===== src/rtl/pp_dma_pkg.sv =====
package pp_dma_pkg;
    localparam int REG_IDX_W = 4;

    localparam logic [REG_IDX_W-1:0] IDX_CTRL    = 4'd0;
    localparam logic [REG_IDX_W-1:0] IDX_START_A = 4'd1;
    localparam logic [REG_IDX_W-1:0] IDX_START_B = 4'd2;
    localparam logic [REG_IDX_W-1:0] IDX_LEN_A   = 4'd3;
    localparam logic [REG_IDX_W-1:0] IDX_LEN_B   = 4'd4;
    localparam logic [REG_IDX_W-1:0] IDX_FLAGS   = 4'd5;
    localparam logic [REG_IDX_W-1:0] IDX_POS     = 4'd6;
    localparam logic [REG_IDX_W-1:0] IDX_OFS     = 4'd7;
    localparam logic [REG_IDX_W-1:0] IDX_SUMMARY = 4'd8;

    localparam int NUM_FLAGS = 3;
    localparam int FLAG_MISC = 0;
    localparam int FLAG_DONE_A = 1;
    localparam int FLAG_DONE_B = 2;
    localparam logic [NUM_FLAGS-1:0] FLAGS_RESET = 3'b001;

    typedef enum logic {
        REGION_A = 1'b0,
        REGION_B = 1'b1
    } region_e;
endpackage


===== src/rtl/pp_cfg_regs.sv =====
module pp_cfg_regs
    import pp_dma_pkg::*;
#(
    parameter int ADDR_W = 32,
    parameter int LEN_W  = 16,
    parameter int DATA_W = 32
) (
    input  logic                 clk,
    input  logic                 rst_n,
    input  logic                 we,
    input  logic [REG_IDX_W-1:0] idx,
    input  logic [DATA_W-1:0]    wdata,
    output logic                 run,
    output logic [ADDR_W-1:0]    start_a,
    output logic [ADDR_W-1:0]    start_b,
    output logic [LEN_W-1:0]     len_a,
    output logic [LEN_W-1:0]     len_b
);
    typedef struct packed {
        logic              run;
        logic [ADDR_W-1:0] start_a;
        logic [ADDR_W-1:0] start_b;
        logic [LEN_W-1:0]  len_a;
        logic [LEN_W-1:0]  len_b;
    } cfg_t;

    cfg_t cfg_d, cfg_q;

    always_comb begin
        cfg_d = cfg_q;
        if (we) begin
            unique case (idx)
                IDX_CTRL:    cfg_d.run     = wdata[0];
                IDX_START_A: cfg_d.start_a = wdata[ADDR_W-1:0];
                IDX_START_B: cfg_d.start_b = wdata[ADDR_W-1:0];
                IDX_LEN_A:   cfg_d.len_a   = wdata[LEN_W-1:0];
                IDX_LEN_B:   cfg_d.len_b   = wdata[LEN_W-1:0];
                default: ;
            endcase
        end
    end

    always_ff @(posedge clk or negedge rst_n) begin
        if (!rst_n) cfg_q <= '0;
        else        cfg_q <= cfg_d;
    end

    assign run     = cfg_q.run;
    assign start_a = cfg_q.start_a;
    assign start_b = cfg_q.start_b;
    assign len_a   = cfg_q.len_a;
    assign len_b   = cfg_q.len_b;

    AST_RUN_FOLLOWS_WRITE: assert property (@(posedge clk) disable iff (!rst_n)
        (we && idx == IDX_CTRL) |=> (run == $past(wdata[0])));
endmodule


===== src/rtl/pp_walker.sv =====
module pp_walker
    import pp_dma_pkg::*;
#(
    parameter int ADDR_W     = 32,
    parameter int LEN_W      = 16,
    parameter int STEP_BYTES = 4
) (
    input  logic              clk,
    input  logic              rst_n,
    input  logic              run,
    input  logic [ADDR_W-1:0] start_a,
    input  logic [ADDR_W-1:0] start_b,
    input  logic [LEN_W-1:0]  len_a,
    input  logic [LEN_W-1:0]  len_b,
    input  logic              fetch_ack,
    output logic              fetch_req,
    output logic [ADDR_W-1:0] cur_addr,
    output logic [LEN_W-1:0]  cur_ofs,
    output logic              done_a,
    output logic              done_b
);
    localparam logic [LEN_W:0]    STEP_OFS  = (LEN_W+1)'(STEP_BYTES);
    localparam logic [ADDR_W-1:0] STEP_ADDR = ADDR_W'(STEP_BYTES);

    typedef struct packed {
        logic              loaded;
        region_e           region;
        logic [ADDR_W-1:0] addr;
        logic [LEN_W-1:0]  ofs;
    } walk_t;

    walk_t st_d, st_q;
    logic [LEN_W:0] ofs_next;
    logic [LEN_W:0] limit;
    logic           accept;

    assign accept = st_q.loaded && run && fetch_ack;

    always_comb begin
        st_d     = st_q;
        done_a   = 1'b0;
        done_b   = 1'b0;
        ofs_next = {1'b0, st_q.ofs} + STEP_OFS;
        limit    = (st_q.region == REGION_B) ? {1'b0, len_b} : {1'b0, len_a};
        if (!st_q.loaded) begin
            if (run) begin
                st_d.loaded = 1'b1;
                st_d.region = REGION_A;
                st_d.addr   = start_a;
                st_d.ofs    = '0;
            end
        end else if (accept) begin
            if (ofs_next >= limit) begin
                st_d.ofs = '0;
                if (st_q.region == REGION_A) begin
                    st_d.region = REGION_B;
                    st_d.addr   = start_b;
                    done_a      = 1'b1;
                end else begin
                    st_d.region = REGION_A;
                    st_d.addr   = start_a;
                    done_b      = 1'b1;
                end
            end else begin
                st_d.addr = st_q.addr + STEP_ADDR;
                st_d.ofs  = ofs_next[LEN_W-1:0];
            end
        end
    end

    always_ff @(posedge clk or negedge rst_n) begin
        if (!rst_n) st_q <= '0;
        else        st_q <= st_d;
    end

    assign fetch_req = st_q.loaded && run;
    assign cur_addr  = st_q.addr;
    assign cur_ofs   = st_q.ofs;

    AST_OFS_STEPS: assert property (@(posedge clk) disable iff (!rst_n)
        accept |=> (st_q.ofs == '0) || (st_q.ofs == $past(st_q.ofs) + LEN_W'(STEP_BYTES)));
    AST_HOLD_IDLE: assert property (@(posedge clk) disable iff (!rst_n)
        (st_q.loaded && !(run && fetch_ack)) |=> ($stable(st_q.addr) && $stable(st_q.ofs)));
    AST_DONE_A_SWITCH: assert property (@(posedge clk) disable iff (!rst_n)
        done_a |=> (st_q.region == REGION_B && st_q.ofs == '0));
    AST_DONE_B_WRAP: assert property (@(posedge clk) disable iff (!rst_n)
        done_b |=> (st_q.region == REGION_A && st_q.ofs == '0));
endmodule


===== src/rtl/pp_irq_flags.sv =====
module pp_irq_flags
    import pp_dma_pkg::*;
(
    input  logic                 clk,
    input  logic                 rst_n,
    input  logic                 we,
    input  logic [REG_IDX_W-1:0] idx,
    input  logic [NUM_FLAGS-1:0] wbits,
    input  logic                 done_a,
    input  logic                 done_b,
    output logic [NUM_FLAGS-1:0] flags,
    output logic                 irq
);
    logic [NUM_FLAGS-1:0] flags_d, flags_q;
    logic [NUM_FLAGS-1:0] clr_v, set_v;

    always_comb begin
        clr_v = (we && idx == IDX_FLAGS) ? wbits : '0;
        set_v = '0;
        set_v[FLAG_DONE_A] = done_a;
        set_v[FLAG_DONE_B] = done_b;
        flags_d = (flags_q & ~clr_v) | set_v;
    end

    always_ff @(posedge clk or negedge rst_n) begin
        if (!rst_n) flags_q <= FLAGS_RESET;
        else        flags_q <= flags_d;
    end

    assign flags = flags_q;
    assign irq   = flags_q[FLAG_DONE_A] | flags_q[FLAG_DONE_B];

    AST_SET_WINS_A: assert property (@(posedge clk) disable iff (!rst_n)
        done_a |=> flags_q[FLAG_DONE_A]);
    AST_SET_WINS_B: assert property (@(posedge clk) disable iff (!rst_n)
        done_b |=> flags_q[FLAG_DONE_B]);
    AST_W1C_A: assert property (@(posedge clk) disable iff (!rst_n)
        (clr_v[FLAG_DONE_A] && !done_a) |=> !flags_q[FLAG_DONE_A]);
    AST_ZERO_KEEPS: assert property (@(posedge clk) disable iff (!rst_n)
        (clr_v == '0 && !done_a && !done_b) |=> $stable(flags_q));
endmodule


===== src/rtl/pingpong_dma_seq.sv =====
module pingpong_dma_seq
    import pp_dma_pkg::*;
#(
    parameter int ADDR_W     = 32,
    parameter int LEN_W      = 16,
    parameter int DATA_W     = 32,
    parameter int STEP_BYTES = 4
) (
    input  logic              clk,
    input  logic              rst_n,
    input  logic              reg_we,
    input  logic [3:0]        reg_addr,
    input  logic [DATA_W-1:0] reg_wdata,
    output logic [DATA_W-1:0] reg_rdata,
    output logic              fetch_req,
    output logic [ADDR_W-1:0] fetch_addr,
    input  logic              fetch_ack,
    output logic              irq
);
    logic                 run;
    logic [ADDR_W-1:0]    start_a, start_b, cur_addr;
    logic [LEN_W-1:0]     len_a, len_b, cur_ofs;
    logic                 done_a, done_b;
    logic [NUM_FLAGS-1:0] flags;

    pp_cfg_regs #(.ADDR_W(ADDR_W), .LEN_W(LEN_W), .DATA_W(DATA_W)) u_cfg (
        .clk(clk), .rst_n(rst_n), .we(reg_we), .idx(reg_addr), .wdata(reg_wdata),
        .run(run), .start_a(start_a), .start_b(start_b), .len_a(len_a), .len_b(len_b)
    );

    pp_walker #(.ADDR_W(ADDR_W), .LEN_W(LEN_W), .STEP_BYTES(STEP_BYTES)) u_walk (
        .clk(clk), .rst_n(rst_n), .run(run), .start_a(start_a), .start_b(start_b),
        .len_a(len_a), .len_b(len_b), .fetch_ack(fetch_ack), .fetch_req(fetch_req),
        .cur_addr(cur_addr), .cur_ofs(cur_ofs), .done_a(done_a), .done_b(done_b)
    );

    pp_irq_flags u_flags (
        .clk(clk), .rst_n(rst_n), .we(reg_we), .idx(reg_addr),
        .wbits(reg_wdata[NUM_FLAGS-1:0]), .done_a(done_a), .done_b(done_b),
        .flags(flags), .irq(irq)
    );

    assign fetch_addr = cur_addr;

    always_comb begin
        reg_rdata = '0;
        unique case (reg_addr)
            IDX_CTRL:    reg_rdata[0]            = run;
            IDX_START_A: reg_rdata[ADDR_W-1:0]   = start_a;
            IDX_START_B: reg_rdata[ADDR_W-1:0]   = start_b;
            IDX_LEN_A:   reg_rdata[LEN_W-1:0]    = len_a;
            IDX_LEN_B:   reg_rdata[LEN_W-1:0]    = len_b;
            IDX_FLAGS:   reg_rdata[NUM_FLAGS-1:0] = flags;
            IDX_POS:     reg_rdata[ADDR_W-1:0]   = cur_addr;
            IDX_OFS:     reg_rdata[LEN_W-1:0]    = cur_ofs;
            IDX_SUMMARY: reg_rdata[0]            = irq;
            default: ;
        endcase
    end

    AST_REQ_NEEDS_RUN: assert property (@(posedge clk) disable iff (!rst_n)
        fetch_req |-> run);
endmodule


===== config.mk =====
export PLATFORM = sky130hd
export DESIGN_NAME = pingpong_dma_seq
export DESIGN_NICKNAME = d
export VERILOG_FILES = /design/src/rtl/pp_dma_pkg.sv /design/src/rtl/pp_cfg_regs.sv /design/src/rtl/pp_walker.sv /design/src/rtl/pp_irq_flags.sv /design/src/rtl/pingpong_dma_seq.sv
export SDC_FILE = /design/constraint.sdc
export NUM_CORES = 1
export LEC_CHECK = 0
export BUFFER_PORTS_ARGS = -buffer_cell sky130_fd_sc_hd__buf_4
export CORE_UTILIZATION = 40
export DETAILED_ROUTE_END_ITERATION = 12
export GPL_TIMING_DRIVEN = 0
export PLACE_DENSITY = 0.56
export SLEW_MARGIN = 20
export SYNTH_ARGS = -nofsm -noshare
export SYNTH_HDL_FRONTEND = slang
export SYNTH_HIERARCHICAL = 1
export SYNTH_SLANG_ARGS = --single-unit

===== constraint.sdc =====
create_clock -name clk -period 3.6 [get_ports clk]
set_clock_uncertainty 0.1 [all_clocks]
set_input_delay 0.72 -clock clk [delete_from_list [all_inputs] [get_ports clk]]
set_output_delay 0.72 -clock clk [all_outputs]
set_load 0.005 [all_outputs]

==> results by group <==
Finish
  – NumNets Final: between 1000 and 1500
  – Final non-filler cell total: about 1400
  – Final Util: just over 50%
  – Layout area overhead: 23.25%
  – Share of cells above drive strength 1: between 40% and 50%
  – Ant. Diodes: 0

Routing
  – DRC Markers: 0
  – WL met1: between 15000 and 20000 µm
  – Antenna Nets Post-Route: 0
  – Metal3 WL: between 2000 and 3000 µm
  – Vias: 8130
  – Top sig layer: met4
  – DRT Pass-1 Iters: 5
  – Initial DRC Count: 848
  – Routed length per placed instance: 24.17 µm
  – Post-DR vias/cell: between 5 and 6
  – WL final: around 34000 µm
  – Metal2 WL: around 15000 µm

Timing
  – Post-route setup slack: -0.02798 ns
  – Final Hold Viols: 0
  – Fmax: around 280 MHz
  – Unrepaired setup endpoints after global routing: true
  – Slew HR: 42.56%
  – Max-slew violations: 0
  – Post-Route Setup TNS: -0.02798 ns
  – Minimum clock period: between 3 and 4 ns
  – Final period util: 100.8%
  – Setup-failing EPs final: 1
  – Worst Max-Slew Pin Slew: 0.8617 ns

Placed design
  – Dpl ws: -1.169 ns
  – RePlAce Congestion: between 0.9 and 1
  – Port Buffer Count: about 110
  – Inst Count DP: between 1000 and 1500
  – HPWL Detailed: around 24000 µm

Power
  – Final Power: 7.772 mW
  – Power per Cell Area: ~650 nW/µm²
  – Peak VDD IR: between 0.3 and 0.4 mV
  – Static leakage: between 5 and 6 nW

Floorplanning
  – Boundary Pins: approximately 110
  – Row cnt: 56
  – Chip height: between 150 and 200 µm
  – Die area: 24940 µm²
  – Die W: around 160 µm
  – Core Area: 23680 µm²
  – Initial Util: about two fifths

Setup path
  – Most frequent CP cell: buf_12
  – Critical path peak fanout: 19
  – Max incr delay on CP: about 0.45 ns
  – Critical Path Source Type: register
  – Critical Path AT: a little under 4 ns
  – Bufs and invs on worst path: 4
  – Worst Setup End Kind: register
  – Slowest-stage cell, CP: or3_4
  – WP data required: 3.82 ns
  – Crit-path cells: buf_12, clkbuf_16, buf_8, mux2i_4, ha_1, nand4_1, nor2_1, a221o_2, or3_4, buf_12, and3_4, and4bb_1, a21oi_1
  – Critical path's top delay family: simple AND/OR/NAND/NOR gates
  – CP Class: register to register

Yosys
  – Cells after Synth: slightly above 900
  – Avg Synthesized Cell Area: roughly 11 µm²
  – Mapped cell area: approximately 9700 µm²
  – Ys async rst share: between 90% and 100%
  – Ys Warns: 6
  – Leading area contributor after synthesis: dfrtp_1
  – Top-area cell type share of the netlist area: between 30% and 40%
  – Main area contributors after synthesis: dfrtp_1 38%, mux2_2 11%, mux2_4 4.9%, buf_4 4.0%, mux2i_1 3.8%
  – Seq/Total Area, Yosys: around two fifths
  – Post-synth EDFFs: 0
  – Seq cells post-synth: 148
  – Main synth FF type: dfrtp_1
  – Yosys cell types: between 80 and 90

Clock network
  – Total clock buffers created by CTS: 17
  – Clk Tree Root Cell: clkbuf_16
  – Clock sink total: roughly 150
  – Clk Latency, worst-skew pair: about 0.43 ns
  – Maximum buffer depth of the clock tree: 2
  – CTS tree: built
  – Clock Pin Slew Worst Setup and Hold Paths: about 0.07 ns
  – # hold bufs at CTS: 0
  – H-tree depth: 4

Global routing
  – Vias in the first global route: around 7900
  – GRT Util Overall: between 20% and 30%
  – Initial antenna violation count: 0
  – Grt ovf: 0
  – Largest net degree at the start of global routing: 59
  – First-pass GRT wire length: between 50000 and 60000 µm

Status
  – Failing checks: setup timing
  – Status: finished, violations left

Worst hold path
  – HP Class: input pin to async pin

Job
  – Max cap viols: 0
-- cell type report --
class	count	area (µm²)
clock inverters	11	127.6
plain buffers	108	807.0
flip-flops and latches	148	3711
well taps	319	399.1
fillers	2226	11700
multi-input cells	627	5328
clock buffers	20	446.7
repair buffers	133	1067
inverters	26	97.59
-- cells in the final DEF (no fill, tap or decap), types with 15 or more instances in the layout --
cell	count
mux2_2	97
nand3_1	30
o21ai_0	21
clkbuf_16	19
dfrtp_1	142
ha_1	15
xor2_1	16
nand2_1	42
nand4_1	15
inv_1	25
a22oi_1	29
mux2_4	32
a222oi_1	19
buf_4	183
nor2_1	30
buf_2	16
mux2i_1	34
clkbuf_1	24
a21oi_1	26
-- final timing paths --
check	endpoint	start	cells after the start	slack [ns]
hold reg to reg	u_flags/flags[0]$_DFF_PN1_	u_flags/flags[0]$_DFF_PN1_	2	0.38
hold / removal	u_cfg/len_b[13]$_DFFE_PN0P_	rst_n	1	0.06
setup reg to reg	u_flags/flags[2]$_DFF_PN0_	u_walk/st_q[48]$_DFFE_PN0P_	13	-0.03
setup / recovery	u_flags/flags[2]$_DFF_PN0_	u_walk/st_q[48]$_DFFE_PN0P_	13	-0.03
max in group asynchronous	u_flags/flags[0]$_DFF_PN1_	rst_n	3	2.37
min in group clk	u_flags/flags[0]$_DFF_PN1_	u_flags/flags[0]$_DFF_PN1_	2	0.38
-- through the flow --
stage	hold slack [ns]	area (µm²)
after floorplan	0.3244	9729
after global placement	0.3662	10920
after detailed placement	0.3718	10980
after CTS	0.07129	11740
after global routing	0.07817	11980
final	0.06353	11980
-- sequential cells by signal, summed over array words and instances, names as in the netlist --
| name | cells |
|---|---|
| u_walk/cur_addr | 32 |
| u_walk/cur_ofs | 14 |
| u_walk/st_q | 2 |
| u_cfg/len_b | 16 |
| u_cfg/run | 1 |
| u_cfg/len_a | 16 |
| u_flags/flags | 3 |
| u_cfg/start_a | 32 |
| u_cfg/start_b | 32 |
-- logic make-up (layout without fill, tap and decap cells) --
family | Yosys count | count (layout) | share of synthesized area [%]
buffers and inverters | 136 | 298 | 8.737
flip-flops | 148 | 148 | 38.10
XOR/XNOR | 29 | 29 | 2.612
AO/OA/AOI/OAI | 185 | 185 | 14.14
adder cells (fa/ha/maj) | 16 | 16 | 2.059
AND/OR/NAND/NOR | 221 | 221 | 13.28
other | 1 | 2 | 0.03857
multiplexers | 174 | 174 | 21.03
-- synthesized netlist by cell type (10+ instances only) --
library cell  number
nor2_1            33
inv_1             25
nor3_1            13
a22oi_1           29
nor2b_1           11
mux2_2            97
buf_2             19
dfrtp_1          147
a222oi_1          19
nand4_1           15
o22ai_1           10
clkbuf_1          26
xor2_1            17
ha_1              16
o21ai_0           24
and3_1            15
mux2i_1           37
a22o_1            12
nand3_1           33
buf_4             52
xnor2_1           12
mux2_4            32
a21oi_1           27
nand2_1           42
o211ai_1          12
-- report_power, final --
group          leakage (nW)  total, mW  switching, mW  internal, mW
sequential             1.78       2.66          0.562          2.09
combinational          3.42       3.32           1.59          1.73
clock                 0.261       1.80          0.759          1.04
-- repair_timing --
action / CTS / global route
resized for setup: 35 / 24
gates cloned: 0 / 1
pin swaps: 3 / 12
setup buffers: 8 / 17
setup endpoints to repair: 49 / 32
-- worst reg2reg max path: stages, from the launching register on --
cell and delay (ns):
dfrtp_1 0.37, buf_12 0.21, clkbuf_16 0.22, buf_8 0.22, mux2i_4 0.32, ha_1 0.29
nand4_1 0.20, nor2_1 0.08, a221o_2 0.42, or3_4 0.45, buf_12 0.16, and3_4 0.19
and4bb_1 0.24, a21oi_1 0.06
-- per-layer routing --
metal  vias to the layer above  track usage [%]
li1                       3664                -
met4                         0            8.599
met2                       355            42.61
met3                        36            4.134
met1                      4075            39.69
met5                         -                0
(Power assumes the default switching activity.)
